===== config.mk =====
export PLATFORM = sky130hd
export DESIGN_NAME = ubx_transceiver
export DESIGN_NICKNAME = d
export VERILOG_FILES = /design/src/rtl/ubx_pkg.sv /design/src/rtl/ubx_ctl_sync.sv /design/src/rtl/ubx_store_path.sv /design/src/rtl/ubx_half.sv /design/src/rtl/ubx_transceiver.sv
export SDC_FILE = /design/constraint.sdc
export NUM_CORES = 1
export LEC_CHECK = 0
export BUFFER_PORTS_ARGS = -buffer_cell sky130_fd_sc_hd__buf_2
export CORE_ASPECT_RATIO = 1.2
export CORE_MARGIN = 5
export CORE_UTILIZATION = 45
export DETAILED_ROUTE_END_ITERATION = 8
export MAX_ROUTING_LAYER = met4
export PLACE_DENSITY_LB_ADDON = 0.25
export SLEW_MARGIN = 10
export SYNTH_ARGS = -nofsm -noshare
export SYNTH_HDL_FRONTEND = slang
export SYNTH_SLANG_ARGS = --single-unit

===== constraint.sdc =====
create_clock -name clk -period 2.9 [get_ports clk]
set_input_delay 0.29 -clock clk [delete_from_list [all_inputs] [get_ports clk]]
set_output_delay 0.29 -clock clk [all_outputs]
set_load 0.02 [all_outputs]

===== src/rtl/ubx_pkg.sv =====
package ubx_pkg;
  localparam int UBX_GRP_W  = 18;
  localparam int UBX_GROUPS = 2;

  typedef enum logic [1:0] {
    UBX_HOLD    = 2'd0,
    UBX_FOLLOW  = 2'd1,
    UBX_CAPTURE = 2'd2
  } ubx_mode_e;

  function automatic ubx_mode_e ubx_pick_mode(input logic le, input logic rise);
    if (le)        return UBX_FOLLOW;
    else if (rise) return UBX_CAPTURE;
    else           return UBX_HOLD;
  endfunction
endpackage


===== src/rtl/ubx_ctl_sync.sv =====
module ubx_ctl_sync #(
  parameter bit OE_ACTIVE_LOW = 1'b0
) (
  input  logic clk,
  input  logic rst,
  input  logic le_raw,
  input  logic stb_raw,
  input  logic oe_raw,
  output logic le_s,
  output logic stb_rise,
  output logic oe_s
);
  logic stb_s, stb_d;

  always_ff @(posedge clk) begin
    if (rst) begin
      le_s  <= 1'b0;
      stb_s <= 1'b1;
      stb_d <= 1'b1;
      oe_s  <= 1'b0;
    end else begin
      le_s  <= le_raw;
      stb_s <= stb_raw;
      stb_d <= stb_s;
      oe_s  <= OE_ACTIVE_LOW ? ~oe_raw : oe_raw;
    end
  end

  assign stb_rise = stb_s & ~stb_d;


  edge_once_chk: assert property (@(posedge clk) disable iff (rst)
    stb_rise |=> !stb_rise);
endmodule


===== src/rtl/ubx_store_path.sv =====
module ubx_store_path
  import ubx_pkg::*;
#(
  parameter int W = UBX_GRP_W
) (
  input  logic         clk,
  input  logic         rst,
  input  logic [W-1:0] d_raw,
  input  logic         le_s,
  input  logic         stb_rise,
  input  logic         oe_s,
  output logic [W-1:0] q_data,
  output logic         q_drv
);
  logic [W-1:0] d_s, word_q, word_nx;
  ubx_mode_e    mode;

  always_comb begin
    mode = ubx_pick_mode(le_s, stb_rise);
    unique case (mode)
      UBX_FOLLOW, UBX_CAPTURE: word_nx = d_s;
      default:                 word_nx = word_q;
    endcase
  end

  always_ff @(posedge clk) begin
    if (rst) begin
      d_s    <= '0;
      word_q <= '0;
      q_data <= '0;
      q_drv  <= 1'b0;
    end else begin
      d_s    <= d_raw;
      word_q <= word_nx;
      q_data <= oe_s ? word_nx : '0;
      q_drv  <= oe_s;
    end
  end


  follow_load_chk: assert property (@(posedge clk) disable iff (rst)
    le_s |=> word_q == $past(d_s));

  edge_load_chk: assert property (@(posedge clk) disable iff (rst)
    (!le_s && stb_rise) |=> word_q == $past(d_s));

  steady_hold_chk: assert property (@(posedge clk) disable iff (rst)
    (!le_s && !stb_rise) |=> $stable(word_q));

  idle_zero_chk: assert property (@(posedge clk) disable iff (rst)
    !q_drv |-> q_data == '0);

  drive_match_chk: assert property (@(posedge clk) disable iff (rst)
    q_drv |-> q_data == word_q);
endmodule


===== src/rtl/ubx_half.sv =====
module ubx_half
  import ubx_pkg::*;
#(
  parameter int W = UBX_GRP_W
) (
  input  logic         clk,
  input  logic         rst,
  input  logic [W-1:0] a_in,
  input  logic         ab_le,
  input  logic         ab_stb,
  input  logic         ab_oe,
  output logic [W-1:0] b_out,
  output logic         b_drv,
  input  logic [W-1:0] b_in,
  input  logic         ba_le,
  input  logic         ba_stb,
  input  logic         ba_oe_n,
  output logic [W-1:0] a_out,
  output logic         a_drv
);
  logic ab_le_s, ab_rise, ab_oe_s;
  logic ba_le_s, ba_rise, ba_oe_s;

  ubx_ctl_sync #(.OE_ACTIVE_LOW(1'b0)) u_ab_ctl (
    .clk(clk), .rst(rst), .le_raw(ab_le), .stb_raw(ab_stb), .oe_raw(ab_oe),
    .le_s(ab_le_s), .stb_rise(ab_rise), .oe_s(ab_oe_s));

  ubx_ctl_sync #(.OE_ACTIVE_LOW(1'b1)) u_ba_ctl (
    .clk(clk), .rst(rst), .le_raw(ba_le), .stb_raw(ba_stb), .oe_raw(ba_oe_n),
    .le_s(ba_le_s), .stb_rise(ba_rise), .oe_s(ba_oe_s));

  ubx_store_path #(.W(W)) u_ab_path (
    .clk(clk), .rst(rst), .d_raw(a_in), .le_s(ab_le_s), .stb_rise(ab_rise),
    .oe_s(ab_oe_s), .q_data(b_out), .q_drv(b_drv));

  ubx_store_path #(.W(W)) u_ba_path (
    .clk(clk), .rst(rst), .d_raw(b_in), .le_s(ba_le_s), .stb_rise(ba_rise),
    .oe_s(ba_oe_s), .q_data(a_out), .q_drv(a_drv));
endmodule


===== src/rtl/ubx_transceiver.sv =====
module ubx_transceiver
  import ubx_pkg::*;
#(
  parameter int GRP_W  = UBX_GRP_W,
  parameter int GROUPS = UBX_GROUPS,
  localparam int BUS_W = GRP_W * GROUPS
) (
  input  logic              clk,
  input  logic              rst,
  input  logic [BUS_W-1:0]  a_in,
  input  logic [GROUPS-1:0] ab_le,
  input  logic [GROUPS-1:0] ab_stb,
  input  logic [GROUPS-1:0] ab_oe,
  output logic [BUS_W-1:0]  b_out,
  output logic [GROUPS-1:0] b_drv,
  input  logic [BUS_W-1:0]  b_in,
  input  logic [GROUPS-1:0] ba_le,
  input  logic [GROUPS-1:0] ba_stb,
  input  logic [GROUPS-1:0] ba_oe_n,
  output logic [BUS_W-1:0]  a_out,
  output logic [GROUPS-1:0] a_drv
);
  for (genvar g = 0; g < GROUPS; g++) begin : g_half
    ubx_half #(.W(GRP_W)) u_half (
      .clk    (clk),
      .rst    (rst),
      .a_in   (a_in[g*GRP_W +: GRP_W]),
      .ab_le  (ab_le[g]),
      .ab_stb (ab_stb[g]),
      .ab_oe  (ab_oe[g]),
      .b_out  (b_out[g*GRP_W +: GRP_W]),
      .b_drv  (b_drv[g]),
      .b_in   (b_in[g*GRP_W +: GRP_W]),
      .ba_le  (ba_le[g]),
      .ba_stb (ba_stb[g]),
      .ba_oe_n(ba_oe_n[g]),
      .a_out  (a_out[g*GRP_W +: GRP_W]),
      .a_drv  (a_drv[g])
    );
  end


  rst_quiet_chk: assert property (@(posedge clk)
    $past(rst) |-> (b_drv == '0 && a_drv == '0 && b_out == '0 && a_out == '0));
endmodule


==> impl_results.md, run 1 <==
- Global-route wire length before repair: around 29,000 um
- Final worst path period share: 59.4%
- Post-DP HPWL: 10,100 um
- PwrDens: between 600 and 700 nW/um2
- Worst Max-Slew Pin Slew: just under 0.8 ns
- CP Max Fanout: 27
- Min-Delay Path Class: in2reg
- Post-Synthesis Cells: roughly 840
- Worst Setup End Kind: flop
- Netlist cell types: 17
- EDFF count, synth: 0
- Aggregate global routing overflow: 0
- Port buffer count: approximately 160
- Total global routing track utilization: approximately 16%
- Top-count cell post-synth: dfxtp_1
- H-tree depth: 1
- CTS Buf Count: 24
- Area Overhead vs Synth: 27.9%
- Routed vias: just over 6,000
- # setup viols final: 0
- Synth Cell Area: 8630 um2
- Largest net degree at the start of global routing: between 100 and 150
- Worst setup SP type: flop
- Share of cells above drive strength 1: ~22%
- Fin Clk Skew: between 0.01 and 0.015 ns
- Post-Synth XOR/XNOR Area: 0%
- Syn Area/Cell: ~10 um2
- Core Box Area: roughly 19,000 um2
- NumNets Final: roughly 1,100
- RSZ-0062 raised after global routing: no
- Synthesized flop and latch total: 236
- WS Path Type: reg2reg
- Run status: finished clean
- Seq/Total Area, Yosys: 54.7%
- Hold Fails Final Rpt: 0
- M1 WL: around 8000 um
- Worst setup startpoint: g_half[0].u_half.u_ba_ctl.le_s
- Post-Synth Adder-Cell Area: 0%
- Setup Buffers After CTS: 0
- Max Used Layer: met4
- Vias in the first global route: approximately 6,000
- Total negative setup slack: 0 ns
- Post-Synth Simple-Gate Area: between 20 and 30%
- Root Driver: clkbuf_16
- Fin util: about three fifths
- Commonest cells in the synthesized netlist: dfxtp_1, nand2_1, nor2b_1
- Syn_nets: a little over 900
- Static leakage: roughly 4.6 nW
- DRC Markers: 0
- Iteration-0 DRC Markers: 270
- Crit path DAT: about 2.2 ns
- Clk_lat worst skew: 0.51 ns
- R2R cell count: 3
- Wire length per cell: between 10 and 15 um
- Minimum clock period: about 1.7 ns
- Hold Path Depth: 2
- Die X: around 140 um
- Hold wc startpoint: b_in[17]
- Worst hold margin: around 0.011 ns
- Met3 wire len: 761 um
- Row Count: 55
- Crit Reg-Reg Endpoint: g_half[0].u_half.u_ba_path.q_data[8]
- Initial core utilization: 45.8%
- Non-Filler Instances: approximately 1,300
- CP Data Required Time: approximately 3.3 ns
- CTS tree: built
- DR WL met2: 8170 um
- FF-to-FF Start: g_half[0].u_half.u_ba_ctl.le_s
- Chip Height: between 150 and 200 um
- Clk buf depth: 3
- Pins Over Slew Limit: 0
- Max Cap Viol: 0
- Ys async rst share: 0%
- TritonCTS sink count: ~240
- Placed Cells: roughly 1,200
- Top_reg_cell synth: dfxtp_1
- Max_slew headroom: 47.2%
- Yosys warning count: 0
- Maximum VDD drop: between 400 and 500 uV
- R2R setup slack: approximately 1.2 ns
- Antenna-violating nets left: 0
- Total wire length: between 15,000 and 20,000 um
- Vias per inst: 4.68
- Area leader, netlist: dfxtp_1
- Antenna violations before repair: 1
- Clk pin slew, worst setup/hold paths: roughly 0.06 ns
- Main area contributors after synthesis: dfxtp_1, mux2i_1, or4b_1
- Critical Path Sink: g_half[0].u_half.u_ba_path.q_data[8]
- Max Fclk: between 0.5 and 0.6 GHz
- Post-synthesis compound-gate area fraction: 4.18%
- Largest family of logic cells by synthesized area: simple AND/OR/NAND/NOR gates
- Post-synthesis mux area share: ~8.4%
- Top-level port count: roughly 160
- Total Die Area: 22,100 um2
- Post-synth top area share: about 55%
- Drt pass-1 iters: 4
- RePlAce Congestion: between 0.7 and 0.8
-- sequential cells by signal, indices dropped and copies added, names as in the netlist, 36 cells and up --
| signal | flops |
|---|---|
| g_half.u_half.u_ba_path.q_data | 36 |
| g_half.u_half.u_ab_path.d_s | 36 |
| g_half.u_half.u_ba_path.word_q | 36 |
| g_half.u_half.u_ba_path.d_s | 36 |
| g_half.u_half.u_ab_path.q_data | 36 |
| g_half.u_half.u_ab_path.word_q | 36 |
-- layout by cell type (no fill, tap or decap), types with 8 or more instances in the layout --
cell type	Yosys	routed
buf_2	23	160
buf_4	9	13
clkbuf_16	0	25
clkbuf_8	0	8
dfxtp_1	236	236
dlygate4sd3_1	0	70
mux2i_1	72	72
nand2_1	144	144
nand2b_1	72	72
nor2b_1	82	78
o21ai_0	17	17
o21ai_1	55	55
or2_2	8	8
or4b_1	72	72
-- worst min path at each step --
| stage | end | slack, ns |
|---|---|---|
| floorplan | g_half[0].u_half.u_ba_ctl.oe_s | 0.36 |
| global route | g_half[0].u_half.u_ab_path.d_s[15] | 0.003 |
| CTS | g_half[0].u_half.u_ba_path.d_s[17] | 0.001 |
| global placement | g_half[1].u_half.u_ab_ctl.stb_d | 0.42 |
| detailed placement | g_half[1].u_half.u_ab_ctl.stb_d | 0.43 |
| finish | g_half[0].u_half.u_ba_path.d_s[17] | 0.01 |
-- layer usage --
metal  vias up  GRT usage, %
met3        27          2.57
met1      2798          20.7
met4         0          4.54
li1       3192             -
met2       125          25.7
met5         -             -
-- final cells by class --
| type | instances | area, um2 |
|---|---|---|
| diodes | 1 | 2.50 |
| fillers | 1622 | 7820 |
| well taps | 256 | 320 |
| multi-input cells | 532 | 3470 |
| flip-flops and latches | 236 | 4720 |
| repair buffers | 245 | 1630 |
| clock inverters | 8 | 143 |
| clock buffers | 35 | 743 |
-- logic make-up (layout without fill, tap and decap cells) --
| family | Yosys count | in the layout |
|---|---|---|
| simple gates | 388 | 388 |
| buf+inv | 74 | 288 |
| compound gates | 72 | 72 |
| mux | 72 | 72 |
| flops | 236 | 236 |
| other cells | 0 | 1 |
-- what timing repair did --
item	in CTS	in global routing
hold buffers	70	0
gates resized for setup	0	0
endpoints found under the hold margin	70	0
-- stage by stage --
stage                     power (mW)  area (um2)  worst slack, ns
after global placement          3.90        9450             1.23
final                           7.26       11000             1.18
after floorplan                 3.79        8630             1.68
after global routing            7.57       11000            0.992
after CTS                       7.38       11000             1.17
after detailed placement        3.90        9450             1.15
-- power by group --
part / total (mW) / leakage, nW / internal [mW] / switching [mW]
clock: 3.36 / 0.436 / 2.12 / 1.24
sequential: 3.43 / 1.93 / 3.36 / 0.0646
combinational: 0.477 / 2.27 / 0.250 / 0.227
-- critical path, stage by stage (launching register included) --
cell and delay, ns:
dfxtp_1 0.48, nor2_4 0.71, buf_4 0.28, mux2i_1 0.18
(Power assumes the default switching activity.)
==> inputs of run 2 (changes only) <==
clock period = 1.45 ns   (was 2.9 ns; I/O delays follow)
==> run 2 against run 1 <==
Net effect:
- critical path depth unchanged
- cell area increased by 3.3%
- flip-flop and latch count unchanged
- wire length increased by 5.5%
==> impl_results.md, run 2 (synthesis gave the netlist of run 1 again) <==
- Run status: finished clean (unchanged)
- Clk buf depth: 3 (unchanged)
- Setup Buffers After CTS: 0 (unchanged)
- Crit path DAT: 1.78 ns (was 2.16 ns)
- Max_slew headroom: 54.8% (was 47.2%)
- CTS Buf Count: 24 (unchanged)
- RSZ-0062 raised after global routing: no (unchanged)
- PwrDens: 1260 nW/um2 (was 658 nW/um2)
- Clk_lat worst skew: 0.50 ns (was 0.51 ns)
- Die X: 136 um (unchanged)
- Most frequent cells in the layout: dfxtp_1, buf_2, nand2_1, dlygate4sd3_1, nor2b_1 (was dfxtp_1, buf_2, nand2_1, nor2b_1)
- Fill cell count: 1,581 (was 1,622)
- Largest net degree at the start of global routing: 44 (was 108)
- WS Path Type: reg2reg (unchanged)
- Worst Max-Slew Pin Slew: 0.676 ns (was 0.790 ns)
- Wire length per cell: 13.6 um (was 13.2 um)
- CP Data Required Time: 1.88 ns (was 3.34 ns)
- Max Cap Viol: 0 (unchanged)
- CP Max Fanout: 18 (was 27)
- CP Cell Sequence: nor2b_4, nor2_4, mux2i_1 (was nor2_4, buf_4, mux2i_1)
- Routed vias: 6,339 (was 6,142)
- Fin util: 60.5% (was 58.5%)
- Top-level port count: 162 (unchanged)
- Chip Height: 162 um (unchanged)
- Vias in the first global route: 6,138 (was 6,008)
- DRC Markers: 0 (unchanged)
- Multi-input gate area: 3480 um2 (was 3470 um2)
- Area Overhead vs Synth: 32.1% (was 27.9%)
- Worst Setup End Kind: flop (unchanged)
- NumNets Final: 1,157 (was 1,125)
- Antenna violations before repair: 2 (was 1)
- Final worst path period share: 93.1% (was 59.4%)
- Sw Ratio: 21.3% (was 21.0%)
- Max incr delay on CP: 0.54 ns (was 0.71 ns)
- Power share of the sequential group: 47.5% (was 47.2%)
- Static leakage: 4.81 nW (was 4.64 nW)
- WP depth: 3 (unchanged)
- Worst hold margin: 0.0209 ns (was 0.0108 ns)
- Clk pin slew, worst setup/hold paths: 0.06 ns (about the same)
- R2R cell count: 3 (unchanged)
- H-tree depth: 1 (unchanged)
- Internal Pwr Total: 11.4 mW (was 5.74 mW)
- Sequential cell area: 4730 um2 (was 4720 um2)
- Worst setup SP type: flop (unchanged)
- Root Driver: clkbuf_16 (unchanged)
- CTS tree: built (unchanged)
- Total Die Area: 22,100 um2 (unchanged)
- Worst path top cell family by delay: simple AND/OR/NAND/NOR gates (unchanged)
- Hold Fails Final Rpt: 0 (unchanged)
- Port buffer count: 161 (unchanged)
- Slowest cell on crit path: nor2_4 (unchanged)
- Buffers & Inverters on Critical Path: 0 (was 1)
- Initial core utilization: 45.8% (unchanged)
- Post-DP HPWL: 10,500 um (was 10,100 um)
- Total wire length: 18,200 um (was 17,300 um)
- TritonCTS sink count: 236 (unchanged)
- Hold wc startpoint: rst (was b_in[17])
- Commonest non-fill, non-tap cell in the layout: dfxtp_1 (unchanged)
- Pins Over Slew Limit: 0 (unchanged)
- Core Box Area: 18,900 um2 (unchanged)
- Maximum VDD drop: 1020 uV (was 421 uV)
- Worst setup startpoint: g_half[0].u_half.u_ba_ctl.stb_s (was g_half[0].u_half.u_ba_ctl.le_s)
- Global-route wire length before repair: 30,100 um (was 28,900 um)
- Hold Path Depth: 2 (unchanged)
- DP Worst Slack: -0.160 ns (was 1.15 ns)
- Aggregate global routing overflow: 0 (unchanged)
- Row Count: 55 (unchanged)
- RePlAce Congestion: 0.743 (was 0.721)
- Minimum clock period: 1.35 ns (was 1.72 ns)
- Share of cells above drive strength 1: 23.3% (was 22.3%)
- Comb pwr share: 7.5% (was 6.6%)
- Final Power: 14.4 mW (was 7.26 mW)
- Antenna-violating nets left: 0 (unchanged)
- Fin Clk Skew: 0.00965 ns (was 0.0120 ns)
- # setup viols final: 0 (unchanged)
- Total global routing track utilization: 16.8% (was 15.9%)
- FF-to-FF Start: g_half[0].u_half.u_ba_ctl.stb_s (was g_half[0].u_half.u_ba_ctl.le_s)
- Max Fclk: 0.740 GHz (was 0.581 GHz)
- Drt pass-1 iters: 4 (unchanged)
- Iteration-0 DRC Markers: 311 (was 270)
- Setup WS post-layout: 0.0994 ns (was 1.18 ns)
- Clk network pwr share: 45.0% (was 46.3%)
- Vias per inst: 4.71 (was 4.68)
- NetSw: 3.07 mW (was 1.53 mW)
- Min-Delay Path Class: in2reg (unchanged)
run 2: cell count changes in the layout (fill, tap and decap cells not counted), sizes merged:
cell,delta
clkinvlp,-1
diode,+1
buf,+16
clkinv,+4
dlygate4sd3,+15
nor2,+1
clkbuf,-4
run 2: power by group through the flow:
stage	sequential, mW	combinational, mW	clock, mW
finish	6.85	1.08	6.49
global route	6.87	1.19	6.97
CTS	6.85	1.09	6.68
detailed placement	6.99	0.903	0
global placement	6.99	0.896	0
floorplan	6.97	0.600	0
run 2: metal layers:
layer  global-route usage [%]  wire length [um]  vias up
li1                         -                 -     3260
met1                     22.2              8200     2890
met2                     26.2              8570      156
met3                     3.13              1040       33
met4                     5.55               439        0
met5                        -                 0        -
run 2: timing repair:
action,in CTS,in global routing
endpoints found under the setup margin,36,19
hold endpoints to repair,84,0
hold buffers,85,0
pin swaps,1,0
cloned,1,0
resized for setup,0,2
run 2: path summary, 6_finish.rpt:
check | end | slack [ns]
min | g_half[0].u_half.u_ab_path.d_s[6] | 0.02
max reg2reg | g_half[0].u_half.u_ba_path.q_data[8] | 0.1
min reg2reg | g_half[0].u_half.u_ab_ctl.stb_d | 0.45
max | g_half[0].u_half.u_ba_path.q_data[8] | 0.1
run 2: through the flow:
step	instance area, um2	std cells	TNS, ns
final	11400	1345	0
after CTS	11400	1343	0
after global placement	9690	1215	-3.44
after floorplan	8630	842	0
after detailed placement	9690	1215	-3.56
after global routing	11400	1345	0
run 2: cell type report:
cell class	instances	share of cell area (%)
sequential	236	41.4
multi-input combinational	533	30.6
timing repair buffer	276	17.8
clock buffer	31	6.03
tap	256	2.81
clock inverter	11	1.36
antenna	2	0.0439
==> inputs of run 3 (changes only) <==
CAP_MARGIN = 10   (was unset)
REMOVE_ABC_BUFFERS = 1   (was unset)
==> run 3 against run 2 <==
Net effect:
- final cell count hardly changed
- worst hold slack better by 0.031 ns
- flip-flop and latch count stayed put
- largest power group unchanged
- critical path depth stayed put
==> impl_results.md, run 3 (synthesis gave the netlist of run 1 again) <==
- CTS tree: built (unchanged)
- Fin area: 11,400 um2 (about the same)
- Antenna-violating nets left: 0 (unchanged)
- Aggregate global routing overflow: 0 (unchanged)
- Row Count: 55 (unchanged)
- Total global routing track utilization: 16.0% (was 16.8%)
- CTS Buf Count: 24 (unchanged)
- Antenna violations before repair: 1 (was 2)
- Setup Buffers After CTS: 0 (unchanged)
- Multi-input gate area: 3470 um2 (was 3480 um2)
- Clk buf depth: 3 (unchanged)
- Internal Pwr Total: 11.4 mW (about the same)
- TritonCTS sink count: 236 (unchanged)
- Drt pass-1 iters: 6 (was 4)
- Largest net degree at the start of global routing: 65 (was 44)
- Fill cell count: 1,549 (was 1,581)
- PwrDens: 1260 nW/um2 (about the same)
- Core Box Area: 18,900 um2 (unchanged)
- Max_slew headroom: 59.5% (was 54.8%)
- Maximum VDD drop: 933 uV (was 1020 uV)
- Minimum clock period: 1.29 ns (was 1.35 ns)
- WS Path Type: reg2reg (unchanged)
- Clk pin slew, worst setup/hold paths: 0.06 ns (about the same)
- Fin Clk Skew: 0.00827 ns (was 0.00965 ns)
- Max Cap Viol: 0 (unchanged)
- CP Max Fanout: 19 (was 18)
- Most frequent cells in the layout: dfxtp_1, buf_2, nand2_1, dlygate4sd3_1, nor2b_1 (unchanged)
- Final worst path period share: 88.9% (was 93.1%)
- Area Overhead vs Synth: 32.1% (about the same)
- Initial core utilization: 45.8% (unchanged)
- Fin util: 60.5% (about the same)
- Vias per inst: 4.68 (was 4.71)
- NumNets Final: 1,157 (unchanged)
- Die X: 136 um (unchanged)
- Pins Over Slew Limit: 0 (unchanged)
- Top-level port count: 162 (unchanged)
- Max Fclk: 0.776 GHz (was 0.740 GHz)
- Min-Delay Path Class: in2reg (unchanged)
- DRC Markers: 0 (unchanged)
- Sequential cell area: 4720 um2 (was 4730 um2)
- Run status: finished clean (unchanged)
- Static leakage: 4.81 nW (about the same)
- Total Die Area: 22,100 um2 (unchanged)
- Global-route wire length before repair: 29,100 um (was 30,100 um)
- Worst setup SP type: flop (unchanged)
- Gates resized, CTS repair: 0 (unchanged)
- # setup viols final: 0 (unchanged)
- Post-DP HPWL: 10,500 um (about the same)
- Hold Fails Final Rpt: 0 (unchanged)
- Comb pwr share: 7.4% (was 7.5%)
- Worst hold margin: 0.0521 ns (was 0.0209 ns)
- Iteration-0 DRC Markers: 309 (was 311)
- Final Power: 14.4 mW (about the same)
- Chip Height: 162 um (unchanged)
- Commonest non-fill, non-tap cell in the layout: dfxtp_1 (unchanged)
- Number of hold buffers added after cts: 84 (was 85)
- Placed Area: 9700 um2 (was 9690 um2)
- RePlAce Congestion: 0.735 (was 0.743)
- Sw Ratio: 21.0% (was 21.3%)
- Worst Setup End Kind: flop (unchanged)
- Worst Max-Slew Pin Slew: 0.607 ns (was 0.676 ns)
- Root Driver: clkbuf_16 (unchanged)
- CP Data Required Time: 1.83 ns (was 1.88 ns)
- RSZ-0062 raised after global routing: no (unchanged)
- NetSw: 3.03 mW (was 3.07 mW)
- Share of cells above drive strength 1: 23.3% (about the same)
- Port buffer count: 161 (unchanged)
- H-tree depth: 1 (unchanged)
- Crit path DAT: 1.67 ns (was 1.78 ns)
- Routed vias: 6,294 (was 6,339)
- Power share of the sequential group: 47.5% (about the same)
- Clk_lat worst skew: 0.50 ns (about the same)
- Total wire length: 17,400 um (was 18,200 um)
- Clk network pwr share: 45.1% (was 45.0%)
- Wire length per cell: 12.9 um (was 13.6 um)
- Vias in the first global route: 6,235 (was 6,138)
-- run 3: path summary, 6_finish.rpt --
kind | from | to | slack, ns | cells after the start
min | rst | g_half[1].u_half.u_ab_path.d_s[0] | 0.05 | 2
min reg2reg | g_half[0].u_half.u_ab_ctl.stb_s | g_half[0].u_half.u_ab_ctl.stb_d | 0.45 | 1
max reg2reg | g_half[0].u_half.u_ab_ctl.le_s | g_half[0].u_half.u_ab_path.q_data[12] | 0.16 | 3
max | g_half[0].u_half.u_ab_ctl.le_s | g_half[0].u_half.u_ab_path.q_data[12] | 0.16 | 3
-- run 3: final cells by class --
class / count / area share (%)
repair buffers: 277 / 17.7
diodes: 1 / 0.0219
clock inverters: 8 / 1.03
well taps: 256 / 2.81
flip-flops and latches: 236 / 41.4
multi-input cells: 532 / 30.5
clock buffers: 36 / 6.55
-- run 3: stage by stage --
stage	TNS (ns)	instances	setup WS, ns
after floorplan	-28.71	768	-0.382
after global placement	0	1217	0.130
after detailed placement	0	1217	0.140
after CTS	0	1345	0.136
after global routing	0	1346	0.0515
final	0	1346	0.161
-- run 3: critical path, stage by stage, from the launching register on --
cell and delay (ns):
dfxtp_1 0.70, nor2_4 0.10, buf_4 0.22, mux2i_1 0.14
-- run 3: per-layer routing --
metal  global-route usage, %  part of all wire, %  wire, um  vias up
met2                    26.5                   48      8370      128
met3                    3.04                  5.2       912       22
met5                       -                    0         0        -
li1                        -                    -         -     3249
met4                    3.39                  1.4       238        0
met1                    20.5                   45      7890     2895
-- run 3: power groups by stage --
stage | Clock [mW] | Combinational (mW) | Sequential, mW
2_1_floorplan | 0 | 0.433 | 7.00
3_3_place_gp | 0 | 0.891 | 6.99
3_5_place_dp | 0 | 0.899 | 6.99
4_1_cts | 6.70 | 1.07 | 6.85
5_1_grt | 6.97 | 1.17 | 6.88
6_report | 6.51 | 1.07 | 6.85
